==> src/rtl/rail_sup_pkg.sv <==
package rail_sup_pkg;

  typedef struct packed {
    logic uv;
    logic oc;
  } rail_fault_t;

  function automatic int ns_to_cycles(input int mhz, input int ns);
    int c;
    c = (mhz * ns + 999) / 1000;
    if (c < 1) c = 1;
    return c;
  endfunction

endpackage

==> src/rtl/flag_sync.sv <==
module flag_sync #(
  parameter int W      = 1,
  parameter int STAGES = 2
) (
  input  logic         clk,
  input  logic         rst_n,
  input  logic [W-1:0] d,
  output logic [W-1:0] q
);
  logic [W-1:0] st [STAGES];

  always_ff @(posedge clk or negedge rst_n) begin
    if (!rst_n) begin
      for (int k = 0; k < STAGES; k++) st[k] <= '0;
    end else begin
      st[0] <= d;
      for (int k = 1; k < STAGES; k++) st[k] <= st[k-1];
    end
  end

  assign q = st[STAGES-1];
endmodule

==> src/rtl/oc_guard.sv <==
module oc_guard #(
  parameter int OC_LIMIT = 8
) (
  input  logic clk,
  input  logic rst_n,
  input  logic tick,
  input  logic flag,
  input  logic run,
  input  logic clr,
  output logic latched
);
  localparam int CW = $clog2(OC_LIMIT + 1);
  localparam logic [CW-1:0] LAST = CW'(OC_LIMIT - 1);

  logic [CW-1:0] cnt;

  always_ff @(posedge clk or negedge rst_n) begin
    if (!rst_n) begin
      cnt     <= '0;
      latched <= 1'b0;
    end else if (clr) begin
      cnt     <= '0;
      latched <= 1'b0;
    end else if (!latched) begin
      if (!(flag && run)) begin
        cnt <= '0;
      end else if (tick) begin
        if (cnt == LAST) latched <= 1'b1;
        else             cnt     <= cnt + 1'b1;
      end
    end
  end

  a_r4_count_bound: assert property (@(posedge clk) disable iff (!rst_n)
    cnt < CW'(OC_LIMIT));
  a_r6_oc_latch_holds: assert property (@(posedge clk) disable iff (!rst_n)
    (latched && !clr) |=> latched);
  a_r4_latch_needs_tick: assert property (@(posedge clk) disable iff (!rst_n)
    $rose(latched) |-> $past(tick && flag));
endmodule

==> src/rtl/uv_guard.sv <==
module uv_guard #(
  parameter int NR     = 2,
  parameter int UV_CYC = 400
) (
  input  logic          clk,
  input  logic          rst_n,
  input  logic [NR-1:0] uv,
  input  logic [NR-1:0] arm,
  input  logic          clr,
  output logic [NR-1:0] who
);
  localparam int CW = $clog2(UV_CYC + 1);
  localparam logic [CW-1:0] LAST = CW'(UV_CYC - 1);

  logic [CW-1:0] cnt;
  logic [NR-1:0] hit;
  logic          busy;

  assign hit  = uv & arm;
  assign busy = |who;

  always_ff @(posedge clk or negedge rst_n) begin
    if (!rst_n) begin
      cnt <= '0;
      who <= '0;
    end else if (clr) begin
      cnt <= '0;
      who <= '0;
    end else if (!busy) begin
      if (|hit) begin
        if (cnt == LAST) who <= hit;
        else             cnt <= cnt + 1'b1;
      end else begin
        cnt <= '0;
      end
    end
  end

  a_r3_uv_latch_holds: assert property (@(posedge clk) disable iff (!rst_n)
    (busy && !clr) |=> (who == $past(who)));
  a_r3_full_window: assert property (@(posedge clk) disable iff (!rst_n)
    $rose(busy) |-> ($past(cnt) == LAST && $past(|hit)));
endmodule

==> src/rtl/pg_stretch.sv <==
module pg_stretch #(
  parameter int PG_CYC = 2000
) (
  input  logic clk,
  input  logic rst_n,
  input  logic good,
  output logic pg_pull_dn
);
  localparam int PW = $clog2(PG_CYC + 1);

  logic          pg_q;
  logic [PW-1:0] cnt;

  always_ff @(posedge clk or negedge rst_n) begin
    if (!rst_n) begin
      pg_q <= 1'b0;
      cnt  <= '0;
    end else if (pg_q && !good) begin
      pg_q <= 1'b0;
      cnt  <= PW'(PG_CYC - 1);
    end else if (cnt != '0) begin
      cnt <= cnt - 1'b1;
    end else if (good) begin
      pg_q <= 1'b1;
    end
  end

  assign pg_pull_dn = ~pg_q;

  a_r10_hold_low: assert property (@(posedge clk) disable iff (!rst_n)
    (cnt != '0) |-> !pg_q);
  a_r10_drop_fast: assert property (@(posedge clk) disable iff (!rst_n)
    (pg_q && !good) |=> !pg_q);
  a_r9_rise_needs_good: assert property (@(posedge clk) disable iff (!rst_n)
    $rose(pg_q) |-> $past(good));
endmodule

==> src/rtl/rail_supervisor.sv <==
module rail_supervisor #(
  parameter int NR            = 2,
  parameter int CLK_MHZ       = 200,
  parameter int UV_DELAY_NS   = 2000,
  parameter int PG_MIN_LOW_NS = 10000,
  parameter int OC_LIMIT      = 8,
  parameter int SYNC_STAGES   = 2
) (
  input  logic            clk,
  input  logic            rst_n,
  input  logic            sw_tick,
  input  logic            master_on,
  input  logic [NR-1:0]   rail_en,
  input  logic            vin_low,
  input  logic            over_temp,
  input  logic [NR-1:0]   oc_flag,
  input  logic [NR-1:0]   uv_flag,
  input  logic [NR-1:0]   ov_flag,
  input  logic [NR-1:0]   ss_done,
  output logic            stby_en,
  output logic [NR-1:0]   buck_en,
  output logic [NR-1:0]   pulse_skip,
  output logic [NR-1:0]   ls_force,
  output logic [NR-1:0]   gate_off,
  output logic            pg_pull_dn,
  output logic [2*NR-1:0] fault_rec
);
  import rail_sup_pkg::*;

  localparam int UV_CYC = ns_to_cycles(CLK_MHZ, UV_DELAY_NS);
  localparam int PG_CYC = ns_to_cycles(CLK_MHZ, PG_MIN_LOW_NS);
  localparam int SW     = 3 + 5 * NR;

  logic [SW-1:0] raw, syn;
  logic          m_s, vin_s, ot_s;
  logic [NR-1:0] en_s, oc_s, uv_s, ov_s, ss_s;

  assign raw = {ss_done, ov_flag, uv_flag, oc_flag, rail_en, over_temp, vin_low, master_on};

  flag_sync #(.W(SW), .STAGES(SYNC_STAGES)) u_sync (
    .clk(clk), .rst_n(rst_n), .d(raw), .q(syn)
  );

  assign m_s   = syn[0];
  assign vin_s = syn[1];
  assign ot_s  = syn[2];
  assign en_s  = syn[3 +: NR];
  assign oc_s  = syn[3 + NR +: NR];
  assign uv_s  = syn[3 + 2*NR +: NR];
  assign ov_s  = syn[3 + 3*NR +: NR];
  assign ss_s  = syn[3 + 4*NR +: NR];

  logic          clr, up, uv_lat;
  logic [NR-1:0] uv_who, oc_lat, run_ok, arm;
  rail_fault_t [NR-1:0] rec;

  assign clr     = ~m_s | vin_s;
  assign up      = m_s & ~vin_s & ~ot_s;
  assign uv_lat  = |uv_who;
  assign stby_en = up;

  genvar i;
  generate
    for (i = 0; i < NR; i++) begin : g_rail
      assign run_ok[i]     = up & en_s[i] & ~uv_lat & ~oc_lat[i];
      assign arm[i]        = run_ok[i] & ss_s[i];
      assign buck_en[i]    = run_ok[i];
      assign pulse_skip[i] = run_ok[i] & oc_s[i];
      assign ls_force[i]   = run_ok[i] & ov_s[i];
      assign gate_off[i]   = uv_lat | oc_lat[i] | ot_s | vin_s;
      assign rec[i].oc     = oc_lat[i];
      assign rec[i].uv     = uv_who[i];

      oc_guard #(.OC_LIMIT(OC_LIMIT)) u_oc (
        .clk(clk), .rst_n(rst_n), .tick(sw_tick), .flag(oc_s[i]),
        .run(run_ok[i]), .clr(clr), .latched(oc_lat[i])
      );
    end
  endgenerate

  assign fault_rec = rec;

  uv_guard #(.NR(NR), .UV_CYC(UV_CYC)) u_uv (
    .clk(clk), .rst_n(rst_n), .uv(uv_s), .arm(arm), .clr(clr), .who(uv_who)
  );

  pg_stretch #(.PG_CYC(PG_CYC)) u_pg (
    .clk(clk), .rst_n(rst_n), .good(&(ss_s & run_ok & ~uv_s)), .pg_pull_dn(pg_pull_dn)
  );

  a_r1_master_off: assert property (@(posedge clk) disable iff (!rst_n)
    !m_s |-> (!stby_en && buck_en == '0 && ls_force == '0));
  a_r5_force_needs_flag: assert property (@(posedge clk) disable iff (!rst_n)
    (ls_force & ~ov_s) == '0);
  a_r7_hot_all_off: assert property (@(posedge clk) disable iff (!rst_n)
    ot_s |-> (!stby_en && buck_en == '0 && gate_off == '1));
  a_r8_clear_on_vin_low: assert property (@(posedge clk) disable iff (!rst_n)
    $past(vin_s) |-> (fault_rec == '0));
endmodule

==> config.mk <==
export PLATFORM = sky130hd
export DESIGN_NAME = rail_supervisor
export DESIGN_NICKNAME = d
export VERILOG_FILES = /design/src/rtl/rail_sup_pkg.sv /design/src/rtl/flag_sync.sv /design/src/rtl/oc_guard.sv /design/src/rtl/uv_guard.sv /design/src/rtl/pg_stretch.sv /design/src/rtl/rail_supervisor.sv
export SDC_FILE = /design/constraint.sdc
export NUM_CORES = 1
export LEC_CHECK = 0
export BUFFER_PORTS_ARGS = -buffer_cell sky130_fd_sc_hd__buf_4
export CAP_MARGIN = 20
export CORE_MARGIN = 5
export CORE_UTILIZATION = 50
export DETAILED_ROUTE_END_ITERATION = 16
export PLACE_DENSITY = 0.73
export SLEW_MARGIN = 20
export SYNTH_ARGS = -nofsm -noshare
export SYNTH_HDL_FRONTEND = slang
export SYNTH_HIERARCHICAL = 1
export SYNTH_SLANG_ARGS = --single-unit
==> constraint.sdc <==
create_clock -name clk -period 3.85 [get_ports clk]
set_input_delay 0.77 -clock clk [delete_from_list [all_inputs] [get_ports clk]]
set_output_delay 0.77 -clock clk [all_outputs]
set_load 0.02 [all_outputs]
## Word-level counts from Yosys, hierarchy flattened

Cells that the tools add are included.

- Logic and storage cells: 108
- Bits of input ports: 16
- Output and inout port bits: 14
- Bits in registers: 59

- Muxes and demuxes: 33
- Bitwise operators: 32
- Reduce and logical (&&, ||, !) cells: 17
- $add $sub $neg: 4
- Eq/ne operators: 12

Operator list:

| cell | count |
|---|---|
| $mux W4 | 10 |
| $mux W9 | 4 |
| $mux W11 | 2 |
| $ne A3 B3 Y1 const B | 5 |
| $and A1 B1 Y1 | 14 |
| $mux W1 | 13 |
| $reduce_bool A11 Y1 | 1 |
| $sub A11 B1 Y11 const B | 1 |
| $add A9 B1 Y9 const B | 1 |
| $eq A9 B9 Y1 const B | 1 |
| $reduce_and A3 Y1 | 3 |
| $add A4 B1 Y4 const B | 2 |
| $eq A4 B3 Y1 const B | 2 |
| $mux W2 | 4 |
| $reduce_bool A2 Y1 | 4 |
| $not A1 Y1 | 7 |
| $or A1 B1 Y1 | 7 |
| $and A2 B2 Y2 | 3 |
| $ne A2 B2 Y1 const B | 3 |
| $reduce_and A2 Y1 | 3 |
| $reduce_or A2 Y1 | 2 |
| $logic_and A1 B1 Y1 | 3 |
| $ne A2 B1 Y1 const B | 1 |
| $not A2 Y2 | 1 |
| $logic_not A1 Y1 | 1 |

## Longest topological paths before layout

- Word-level depth: 13
- Gate-level depth with buffers: 8
- Mapped depth without buffers: 6

## Cells and area by module

The synthesis kept the hierarchy.

Modules (own cells, without submodules):

| module | times used | seq. area each (um2) | cells each | area each (um2) |
|---|---|---|---|---|
| flag_sync | 1 | 650.6 | 39 | 748.2 |
| uv_guard | 1 | 275.3 | 69 | 626.9 |
| pg_stretch | 1 | 300.3 | 60 | 623.1 |
| oc_guard | 2 | 125.1 | 28 | 284.0 |
| rail_supervisor | 1 | 0.0 | 27 | 166.4 |

## Worst setup path before layout

OpenSTA, ideal clock, no wires.

- Path type: register -> register
- From: register u_uv.who[1]
- To: register g_rail[0].u_oc.cnt[0]
- Required time: 3.725 ns
- Clock period less this slack: 2.449 ns
- Cell stages (with the launch flop): 7
- Setup slack: 1.401 ns
- Library setup time: 0.125 ns
- Arrival: 2.323 ns
- Path buffers: 0
- Cells stage by stage: dfrtp_1 > or4b_4 > nor2_1 > nand3b_1 > nor3_2 > nor2b_2 > mux2_4

- Longest elaborated chain between the ends: 8
- Elaborated cells on any way between the ends: 11
- Classes of those cells: eq/ne (2); mux (3); bitwise (3); reduce/logical (3)

RTL lines:

| what | RTL line | text |
|---|---|---|
| start, declared | uv_guard.sv:10 | `output logic [NR-1:0] who` |
| start signal, assigned | uv_guard.sv:31 | `if (cnt == LAST) who <= hit;` |
| $reduce_or A2 Y1 * | rail_supervisor.sv:59 | `assign uv_lat = \|uv_who;` |
| $not A1 Y1 * | rail_supervisor.sv:65 | `assign run_ok[i] = up & en_s[i] & ~uv_lat & ~oc_lat[i];` |
| $and A1 B1 Y1 * (2 in series) | rail_supervisor.sv:65 |  |
| via buck_en[0] | rail_supervisor.sv:21 | `output logic [NR-1:0] buck_en,` |
| $logic_and A1 B1 Y1 * | oc_guard.sv:25 | `if (!(flag && run)) begin` |
| $mux W4 | oc_guard.sv:25 |  |
| $mux W4 | oc_guard.sv:24 | `end else if (!latched) begin` |
| $mux W4 | oc_guard.sv:21 | `end else if (clr) begin` |
| end signal, assigned | oc_guard.sv:29 | `else cnt <= cnt + 1'b1;` |
| end, declared | oc_guard.sv:15 | `logic [CW-1:0] cnt;` |

Mark *: on every way through the listed nets, which the timed path passes. The rest lies on a longest branch. The select of a mux whose other input is x is not followed.
A chain may end at the register's enable or synchronous reset.

## Worst setup path after layout

- From: register u_uv.who[1]
- To: output pulse_skip[0]

- Longest elaborated chain between the ends: 5

RTL lines:

| what | RTL line | text |
|---|---|---|
| $reduce_or A2 Y1 | rail_supervisor.sv:59 |  |
| $not A1 Y1 | rail_supervisor.sv:65 |  |
| $and A1 B1 Y1 (2 in series) | rail_supervisor.sv:65 |  |
| $and A1 B1 Y1 | rail_supervisor.sv:68 | `assign pulse_skip[i] = run_ok[i] & oc_s[i];` |
| end, declared | rail_supervisor.sv:22 | `output logic [NR-1:0] pulse_skip,` |

No other way between the ends.

==> impl_metrics.csv <==
group,metric,value,unit
status,status,"completed",
power,leakage,0.001455,uW
worst_setup_path,r2r-start,"u_uv/who[1]$_DFFE_PN0P_",
worst_setup_path,cp_max_fo,8,
worst_setup_path,worst-path-stages,3,
synthesis,synth_top_family_by_area,"simple AND/OR/NAND/NOR gates",
placed_design,dpl.hpwl,3625,um
route,drc,0,
timing,clock_skew,10.13,ps
clock_network,clkSinkCount,59,
floorplan,rows,27,
worst_setup_path,crit_required,3080,ps
worst_setup_path,cp_cell_sequence,"or4b_4 -> nor3_1 -> buf_4",
clock_network,cts_setup_buffers,0,
worst_setup_path,critPathMaxStageDelay,620,ps
power,cellPowerDensity,511.6,nW/um^2
layout,nNetsFinal,295,
floorplan,fp.dieH,83.93,um
clock_network,clkTransAtPathRegs,70,ps
route,first_pass_iters,4,
route,wire_per_inst,14.67,um
synthesis,syn_inst,251,
layout,area_delta_synth_final,15.20,%
route,routed-via-count,1951,
synthesis,synth_xor_area_frac,0.006410,
worst_setup_path,crit_slowest_cell,"or4b_4",
timing,period_share,0.7016,
clock_network,worstSkewPairLatency,340,ps
route,drt_iter0_drc,154,
route,ant_nets,0,
worst_setup_path,r2r-end,"u_uv/cnt[8]$_DFFE_PN0P_",
synthesis,asyncSetResetFlopFracSynth,1.000,
timing,fmax,370.2,MHz
synthesis,synth_edf_count,0,
worst_setup_path,ff2ff_setup_slack,1260,ps
power,p_int,1168,uW
timing,relSlewSlack,0.4936,
synthesis,synth-adder-area-share,0.01832,
worst_setup_path,ff2ff_path_depth,6,
synthesis,synth_compound_area_frac,0.1277,
power,share_seq_of_total_power,0.472,
synthesis,ys_warn_count,6,
floorplan,io-pin-count,30,
synthesis,synth_fp_nets,271,
power,power.switching,442.9,uW
floorplan,core_area,5405,sq um
power,total_power,1611,uW
synthesis,synth-seq-cells,59,
layout,layout_common_cells,"59 x dfrtp_1, 29 x buf_4, 26 x nand2_1, 19 x nor2_1",
floorplan,die-area,7043,sq um
synthesis,synth_top_flop_cell,"dfrtp_1",
timing,setup_viol,0,
clock_network,cts_buffer_depth,2,
worst_setup_path,cp_top_family,"simple AND/OR/NAND/NOR gates",
timing,drv_slew,0,
timing,grt_setup_unrepaired,"false",
synthesis,netlist_area,2733,sq um
clock_network,cts_tree,"built",
route,viasPerCell,5.543,
worst_setup_path,startpoint,"u_uv/who[1]$_DFFE_PN0P_",
synthesis,synthMuxAreaShare,0.02198,
placed_design,gp_congestion,0.9040,
timing,min_period,2701,ps
global_routing,overflow,0,
floorplan,die_w,83.93,um
flow_run,cap_violations,0,
synthesis,syn_area_per_cell,10.89,sq um
global_routing,grt_max_degree,60,
placed_design,dpl.cell_count,336,
layout,diodes,0,
power,clkPwrFrac,0.382,
synthesis,yosysSeqAreaShare,0.5403,
worst_setup_path,worstPathArrival,1930,ps
clock_network,cts_buffers,9,
global_routing,antenna_found_initial,0,
layout,filler_cell_count,457,
layout,drive_gt1_frac,0.2429,
clock_network,cts.htree.levels,3,
power,irDropWorstVdd,0.0004646,V
power,combPwrFrac,0.146,
route,routed_wl,5165,um
hold_path,min_path_type,"reg2reg",
worst_setup_path,end_kind,"output port",
global_routing,track_usage,0.1595,
global_routing,grt_pass1_vias,1912,
synthesis,synth-simple-area-share,0.2289,
floorplan,start_util,0.5056,
layout,final_common_cell,"dfrtp_1",
worst_setup_path,cp.buffers_inverters,1,
worst_setup_path,setup.worst_path.end,"pulse_skip[0]",
placed_design,numPortBuffers,29,
synthesis,synthDistinctLibCells,51,
timing,tightest_slew,759.6,ps
timing,tns,0,ps
clock_network,root_buffer,"clkbuf_8",
clock_network,ctsResizeCount,0,
worst_setup_path,start_kind,"flop",
global_routing,grt_first_pass_wirelength,8976,um
clock_network,cts-hold-fix-buffers,0,
worst_setup_path,critPathKind,"reg2out",
timing,hold_viol,0,
power,swShare,0.2750,
layout,instances_no_fill,352,
[per-layer routing]
layer	wire length (um)	vias up	GRT usage
met5	0	-	0
met4	92	0	0.08918
li1	-	944	-
met2	2336	52	0.2198
met3	284	9	0.04640
met1	2452	946	0.2235
[worst register-to-register path: stages, from the launching register on]
cell,delay (ps)
dfrtp_1,470
or4b_4,620
nor3_1,220
a22oi_1,290
nor2_1,350
nand3_1,260
o31ai_1,290
[power groups by stage]
| stage | sequential [uW] | combinational [uW] | clock (uW) |
|---|---|---|---|
| floorplan | 751 | 189 | 0 |
| global placement | 768 | 228 | 0 |
| detailed placement | 770 | 236 | 0 |
| CTS | 759 | 236 | 628 |
| global route | 774 | 269 | 653 |
| finish | 761 | 235 | 615 |
[layout make-up]
| cell class | count | area [sq um] | area share |
|---|---|---|---|
| Clock buffer | 10 | 127.6 | 0.04054 |
| Tap cell | 72 | 90.09 | 0.02862 |
| Multi-Input combinational cell | 164 | 1102 | 0.3502 |
| Inverter | 12 | 45.04 | 0.01431 |
| Clock inverter | 6 | 88.84 | 0.02822 |
| Sequential cell | 59 | 1476 | 0.4690 |
| Timing Repair Buffer | 29 | 217.7 | 0.06916 |
[cells by family after synthesis]
kind of cell	Yosys count
flip-flops	59
multiplexers	4
AND/OR/NAND/NOR	107
adder cells (fa/ha/maj)	4
AO/OA/AOI/OAI	47
XOR/XNOR	2
buffers and inverters	28
[cells in the mapped netlist, types with 3 or more instances]
cell,instances,area (sq um)
dfrtp_1,59,1476
nand2_1,26,97.59
nor2_1,19,71.32
buf_4,13,97.59
inv_1,12,45.04
nor3_1,12,60.06
o21ai_0,11,55.05
nand3_1,8,40.04
a21oi_1,7,35.03
nand2b_1,7,43.79
o31ai_1,6,45.04
ha_1,4,50.05
mux2_4,4,60.06
nand4_1,4,25.02
a31oi_1,3,18.77
nand3b_1,3,22.52
nor3_2,3,30.03
nor4_1,3,18.77
or4b_4,3,41.29
[how the worst min path moves through the flow]
stage                            start  slack [ps]  cells past startpoint                     end
5_1_grt        u_sync/st[13]$_DFF_PN0_         360                      0   u_sync/q[0]$_DFF_PN0_
4_1_cts        u_sync/st[13]$_DFF_PN0_         350                      0   u_sync/q[0]$_DFF_PN0_
2_1_floorplan  u_sync/st[13]$_DFF_PN0_         330                      0   u_sync/q[0]$_DFF_PN0_
3_3_place_gp   u_sync/st[25]$_DFF_PN0_         330                      0  u_sync/q[12]$_DFF_PN0_
3_5_place_dp   u_sync/st[23]$_DFF_PN0_         330                      0  u_sync/q[10]$_DFF_PN0_
6_report       u_sync/st[13]$_DFF_PN0_         350                      0   u_sync/q[0]$_DFF_PN0_
[flip-flops by register name, indices dropped and copies added, names as in the netlist]
register and flops:
g_rail.u_oc/cnt 8, g_rail.u_oc/latched 2, u_pg/cnt 11, u_pg/pg_q 1, u_sync/q 13, u_sync/st 13
u_uv/cnt 9, u_uv/who 2
[per-stage QoR]
stage | utilization | instance area (sq um) | hold slack [ps] | setup WS [ps]
finish | 0.5824 | 3148 | 348.4 | 1149
global route | 0.5824 | 3148 | 356.9 | 1045
CTS | 0.5824 | 3148 | 350.8 | 1161
detailed placement | 0.5424 | 2932 | 334.7 | 1247
global placement | 0.5424 | 2932 | 332.1 | 1432
floorplan | - | 2733 | 331.2 | 1401
Note: power is estimated with default switching activity, not from simulation.
